==> src/rtl/ps_pkg.sv <==
package ps_pkg;

    typedef enum logic [1:0] {
        UPD_HOLD   = 2'd0,
        UPD_PS     = 2'd1,
        UPD_MASTER = 2'd2
    } upd_kind_e;

endpackage

==> src/rtl/ps_prefix_scan.sv <==
module ps_prefix_scan #(
    parameter int N  = 4,
    parameter int NB = 4,
    parameter int W  = 16,
    parameter int IW = 2
) (
    input  logic [N-1:0]           valid,
    input  logic [N-1:0][IW-1:0]   base,
    input  logic [N-1:0][W-1:0]    inc,
    output logic [N-1:0][W-1:0]    excl,
    output logic [NB-1:0][W-1:0]   total,
    output logic [NB-1:0]          hit
);

    // exclusive prefix per requester over lower-index lanes on the same base
    for (genvar gi = 0; gi < N; gi++) begin : g_req
        logic [W-1:0] acc_d;
        always_comb begin
            acc_d = '0;
            for (int j = 0; j < gi; j++) begin
                if (valid[j] && (base[j] == base[gi])) begin
                    acc_d = acc_d + inc[j];
                end
            end
        end
        assign excl[gi] = acc_d;
    end

    // full sum and hit flag per base register
    for (genvar gb = 0; gb < NB; gb++) begin : g_base
        logic [W-1:0] sum_d;
        logic         hit_d;
        always_comb begin
            sum_d = '0;
            hit_d = 1'b0;
            for (int j = 0; j < N; j++) begin
                if (valid[j] && (base[j] == IW'(gb))) begin
                    sum_d = sum_d + inc[j];
                    hit_d = 1'b1;
                end
            end
        end
        assign total[gb] = sum_d;
        assign hit[gb]   = hit_d;
    end

endmodule

==> src/rtl/ps_base_regs.sv <==
module ps_base_regs
    import ps_pkg::*;
#(
    parameter int NB = 4,
    parameter int W  = 16,
    parameter int IW = 2
) (
    input  logic                  clk,
    input  logic                  rst_n,
    input  logic [NB-1:0]         ps_hit,
    input  logic [NB-1:0][W-1:0]  ps_total,
    input  logic                  any_req,
    input  logic                  mst_we,
    input  logic [IW-1:0]         mst_idx,
    input  logic [W-1:0]          mst_data,
    output logic [NB-1:0][W-1:0]  base_q
);

    typedef struct packed {
        logic [NB-1:0][W-1:0] base;
    } regs_t;

    regs_t     regs_d;
    regs_t     regs_q;
    upd_kind_e kind_d [NB];

    always_comb begin
        regs_d = regs_q;
        for (int b = 0; b < NB; b++) begin
            if (ps_hit[b]) begin
                kind_d[b] = UPD_PS;
            end else if (mst_we && !any_req && (mst_idx == IW'(b))) begin
                kind_d[b] = UPD_MASTER;
            end else begin
                kind_d[b] = UPD_HOLD;
            end
            case (kind_d[b])
                UPD_PS:     regs_d.base[b] = regs_q.base[b] + ps_total[b];
                UPD_MASTER: regs_d.base[b] = mst_data;
                default:    regs_d.base[b] = regs_q.base[b];
            endcase
        end
    end

    always_ff @(posedge clk or negedge rst_n) begin
        if (!rst_n) begin
            regs_q <= '0;
        end else begin
            regs_q <= regs_d;
        end
    end

    assign base_q = regs_q.base;

endmodule

==> src/rtl/ps_unit.sv <==
module ps_unit #(
    parameter int N  = 4,
    parameter int NB = 4,
    parameter int W  = 16,
    localparam int IW = (NB > 1) ? $clog2(NB) : 1
) (
    input  logic            clk,
    input  logic            rst_n,
    input  logic [N-1:0]    req_valid,
    input  logic [N*IW-1:0] req_base,
    input  logic [N*W-1:0]  req_inc,
    input  logic            mst_we,
    input  logic [IW-1:0]   mst_idx,
    input  logic [W-1:0]    mst_data,
    input  logic [IW-1:0]   rd_idx,
    output logic [W-1:0]    rd_data,
    output logic [N-1:0]    rsp_valid,
    output logic [N*W-1:0]  rsp_data
);

    logic [N-1:0][IW-1:0] base_sel;
    logic [N-1:0][W-1:0]  inc_a;
    logic [N-1:0][W-1:0]  ps_excl;
    logic [NB-1:0][W-1:0] ps_total;
    logic [NB-1:0]        ps_hit;
    logic [NB-1:0][W-1:0] base_arr;
    logic                 any_req;

    assign base_sel = req_base;
    assign inc_a    = req_inc;
    assign any_req  = |req_valid;

    ps_prefix_scan #(.N(N), .NB(NB), .W(W), .IW(IW)) scan_i (
        .valid (req_valid),
        .base  (base_sel),
        .inc   (inc_a),
        .excl  (ps_excl),
        .total (ps_total),
        .hit   (ps_hit)
    );

    ps_base_regs #(.NB(NB), .W(W), .IW(IW)) regs_i (
        .clk      (clk),
        .rst_n    (rst_n),
        .ps_hit   (ps_hit),
        .ps_total (ps_total),
        .any_req  (any_req),
        .mst_we   (mst_we),
        .mst_idx  (mst_idx),
        .mst_data (mst_data),
        .base_q   (base_arr)
    );

    typedef struct packed {
        logic [N-1:0]         vld;
        logic [N-1:0][W-1:0]  data;
    } rsp_t;

    rsp_t rsp_d;
    rsp_t rsp_q;

    always_comb begin
        rsp_d.vld = req_valid;
        for (int i = 0; i < N; i++) begin
            if (req_valid[i]) begin
                rsp_d.data[i] = base_arr[base_sel[i]] + ps_excl[i];
            end else begin
                rsp_d.data[i] = '0;
            end
        end
    end

    always_ff @(posedge clk or negedge rst_n) begin
        if (!rst_n) begin
            rsp_q <= '0;
        end else begin
            rsp_q <= rsp_d;
        end
    end

    assign rsp_valid = rsp_q.vld;
    assign rsp_data  = rsp_q.data;
    assign rd_data   = base_arr[rd_idx];

endmodule

==> config.mk <==
export PLATFORM = sky130hd
export DESIGN_NAME = ps_unit
export DESIGN_NICKNAME = d
export VERILOG_FILES = /design/src/rtl/ps_pkg.sv /design/src/rtl/ps_prefix_scan.sv /design/src/rtl/ps_base_regs.sv /design/src/rtl/ps_unit.sv
export SDC_FILE = /design/constraint.sdc
export NUM_CORES = 1
export LEC_CHECK = 0
export BUFFER_PORTS_ARGS = -buffer_cell sky130_fd_sc_hd__buf_2
export CAP_MARGIN = 20
export CORE_MARGIN = 1.5
export CORE_UTILIZATION = 45
export DETAILED_ROUTE_END_ITERATION = 6
export PLACE_DENSITY_LB_ADDON = 0.08
export REMOVE_ABC_BUFFERS = 1
export SYNTH_ARGS = -nofsm -noshare
export SYNTH_HDL_FRONTEND = slang
export SYNTH_SLANG_ARGS = --single-unit
==> constraint.sdc <==
create_clock -name clk -period 7.55 [get_ports clk]
set_input_delay 1.51 -clock clk [delete_from_list [all_inputs] [get_ports clk]]
set_output_delay 1.51 -clock clk [all_outputs]
set_load 0.05 [all_outputs]
==> impl_metrics.py <==
metrics = {
    "power": {
        "power_density_nw_per_um2": 231,
        "power_leakage_nw": 17.0,
        "vdd_drop_max_mv": 0.237,
        "total_power_mw": 7.96,
    },
    "sta": {
        "hold_viol_final": 0,
        "slew_headroom_pct": 23.7,
        "clock_skew_ns": 0.0103,
        "rsz0062_at_grt": "yes",
        "setup_viol": 12,
        "finalMaxSlewViolations": 0,
        "fmax_mhz": 123,
        "post-route-period-util_pct": 108,
        "tightest_slew_ns": 1.14,
        "min_period_ns": 8.16,
        "fin_ws_ns": -0.609,
    },
    "clock_tree": {
        "path_clk_slew_ns": 0.06,
        "clockBufferDepth": 2,
        "clockRootBuffer": "clkbuf_16",
        "cts_sinks": 132,
        "clk_latency_ns": 0.45,
        "cts_tree": "built",
        "numCtsBuffers": 17,
        "htreeDepth": 4,
        "hold_buffers": 0,
    },
    "outcome": {
        "status": "finished with violations",
        "violations": "setup timing",
    },
    "cells_and_area": {
        "area_growth_pct": 41.6,
        "drive_gt1_share_pct": 37.8,
        "finalNetCount": 4322,
        "nFillCells": 4526,
    },
    "detailed_routing": {
        "antenna_left": 0,
        "drt-initial-drc-count": 2334,
        "vias_per_cell": 5.90,
        "wl_met1_um": 44000,
        "finalWirelength_um": 105000,
        "highest_layer": "met5",
        "drcViolationCount": 0,
        "drt-pass1-iter-count": 5,
        "num_vias": 26983,
        "wl_per_cell_um": 23.0,
        "wl_met3_um": 7960,
        "wl_met2_um": 47200,
    },
    "setup_path": {
        "endpoint_kind": "flop",
        "crit_start": "req_valid[0]",
        "start_kind": "input pin",
        "slowest_delay_ns": 0.40,
        "crit_path_frequent_cell": "xnor2_1",
        "cp.arrival_ns": 8.45,
        "required_ns": 7.84,
        "cp_max_fo": 5,
        "worst_path_max_delay_cell": "fa_2",
        "r2r_start": "regs_i.base_q[48]",
        "criticalPathCategory": "input pin to flop",
    },
    "floorplanning": {
        "fp.dieArea_sq_um": 55400,
        "ioPinCount": 183,
        "rows": 84,
        "initial_core_util_pct": 45.9,
        "die_y_um": 235,
        "coreArea_sq_um": 53000,
        "die_w_um": 235,
    },
    "global_route": {
        "grt_usage_pct": 36.6,
        "antenna_found_initial": 4,
        "grt_pass1_vias": 26101,
        "overflow": 0,
        "grt_first_pass_wirelength_um": 153000,
        "grt_max_degree": 75,
    },
    "placed_design": {
        "dp_slack_ns": -1.79,
        "place.gp.congestion": 0.980,
        "dp_hpwl_um": 85300,
        "io_buffers": 182,
    },
    "synthesis": {
        "synth_cells": 2998,
        "synth_area_sq_um": 24300,
        "synthTopCellsByArea": "ha_1, dfrtp_1, xnor2_1, mux4_2, a21oi_1",
        "yosysTopAreaCell": "ha_1",
        "ys_seq_elements": 132,
        "synth_edf_count": 0,
        "yosys_warnings": 0,
        "syn_area_per_cell_sq_um": 8.10,
        "synth_cell_types": 90,
        "synth-async-reset-ratio_pct": 100,
        "yosys.area.top_type_share_pct": 17.0,
        "synth_flop_cell": "dfrtp_1",
        "ys_seq_area_share_pct": 13.6,
        "synth.most_common_cell": "ha_1",
        "synth_common_cells": "ha_1, nand2_1, a21oi_1",
    },
    "min_path": {
        "min_path_type": "flop to flop",
        "holdCritStartpoint": "regs_i.base_q[0]",
    },
    "flow_run": {
        "drv_cap": 0,
    },
}
metrics by stage:
step	setup TNS, ns	utilization (%)	cells	hold slack (ns)	instance area, sq um
after floorplan	-3.67	-	2872	0.530	23800
after global placement	-26.25	58.7	4477	0.618	31100
after detailed placement	-30.71	58.7	4477	0.628	31100
after CTS	-2.93	62.2	4544	0.638	32900
after global routing	-7.59	64.9	4573	0.664	34400
final	-2.61	64.9	4576	0.646	34400
metal layers:
metal  up-vias  track usage, %
met5         -               0
met1     13046            47.9
met2      1088            58.8
met4         8            18.3
li1      12629               -
met3       212            5.68
worst max-delay path: cells and delay by family:
family	cells	cell delay [ns]
AOI/OAI and AO/OA	13	2.15
xor gates and xnor gates	6	0.75
adders and majority gates	6	1.61
buffers and inverters	6	0.67
muxes	4	0.98
and+or+nand+nor	6	0.75
report_power, final:
group | switching (mW) | total, mW | internal, mW | leakage [nW]
Sequential | 0.553 | 1.55 | 0.995 | 1.65
Clock | 0.344 | 0.932 | 0.588 | 0.312
Combinational | 2.88 | 5.48 | 2.60 | 15.1
Total | 3.78 | 7.96 | 4.18 | 17.0
area by class of cell:
cell class	count	area, sq um	share of cell area (%)
timing repair buffer	980	7150	20.8
clock inverter	11	174	0.506
antenna	4	10.0	0.0291
clock buffer	21	480	1.40
multi-input combinational	2595	21900	63.6
sequential	132	3300	9.60
inverter	145	547	1.59
tap	688	861	2.50
flip-flops by register name, summed over array words and instances, names as in the netlist:
register       cells
regs_i.base_q     64
rsp_data          64
rsp_valid          4
kinds of logic after synthesis:
| kind of cell | Yosys count | share of synthesized area [%] |
|---|---|---|
| fa+ha+maj | 359 | 19.1 |
| flops | 132 | 13.6 |
| simple gates | 894 | 18.0 |
| xor+xnor | 314 | 11.5 |
| mux | 155 | 10.8 |
| buf+inv | 271 | 4.38 |
| compound gates | 873 | 22.6 |
path summary, 6_finish.rpt:
| kind | to | slack, ns | depth (start not counted) |
|---|---|---|---|
| min in group asynchronous | rsp_data[52] | 1.01 | 1 |
| worst max-delay path | regs_i.base_q[15] | -0.61 | 41 |
| worst min register to register | regs_i.base_q[0] | 0.65 | 2 |
| worst max register to register | rsp_data[46] | 3.32 | 15 |
| worst min-delay path | regs_i.base_q[0] | 0.65 | 2 |
| max in group asynchronous | regs_i.base_q[61] | 5.08 | 2 |
timing repair:
item | in CTS | in global routing
gates resized for setup | 209 | 247
endpoints found under the hold margin | 0 | 0
cloned | 1 | 2
setup endpoints to repair | 29 | 30
buffers inserted | 34 | 29
pin swaps | 116 | 111
placed cells by master, fill, tap and decap left out, drive strengths merged, types with 98 or more instances in the layout:
cell type,n
a21oi,242
and2,133
buf,977
dfrtp,132
ha,330
inv,145
nand2,311
nor2,194
o21ai,236
xnor2,212
xor2,98
(Power assumes the default switching activity.)
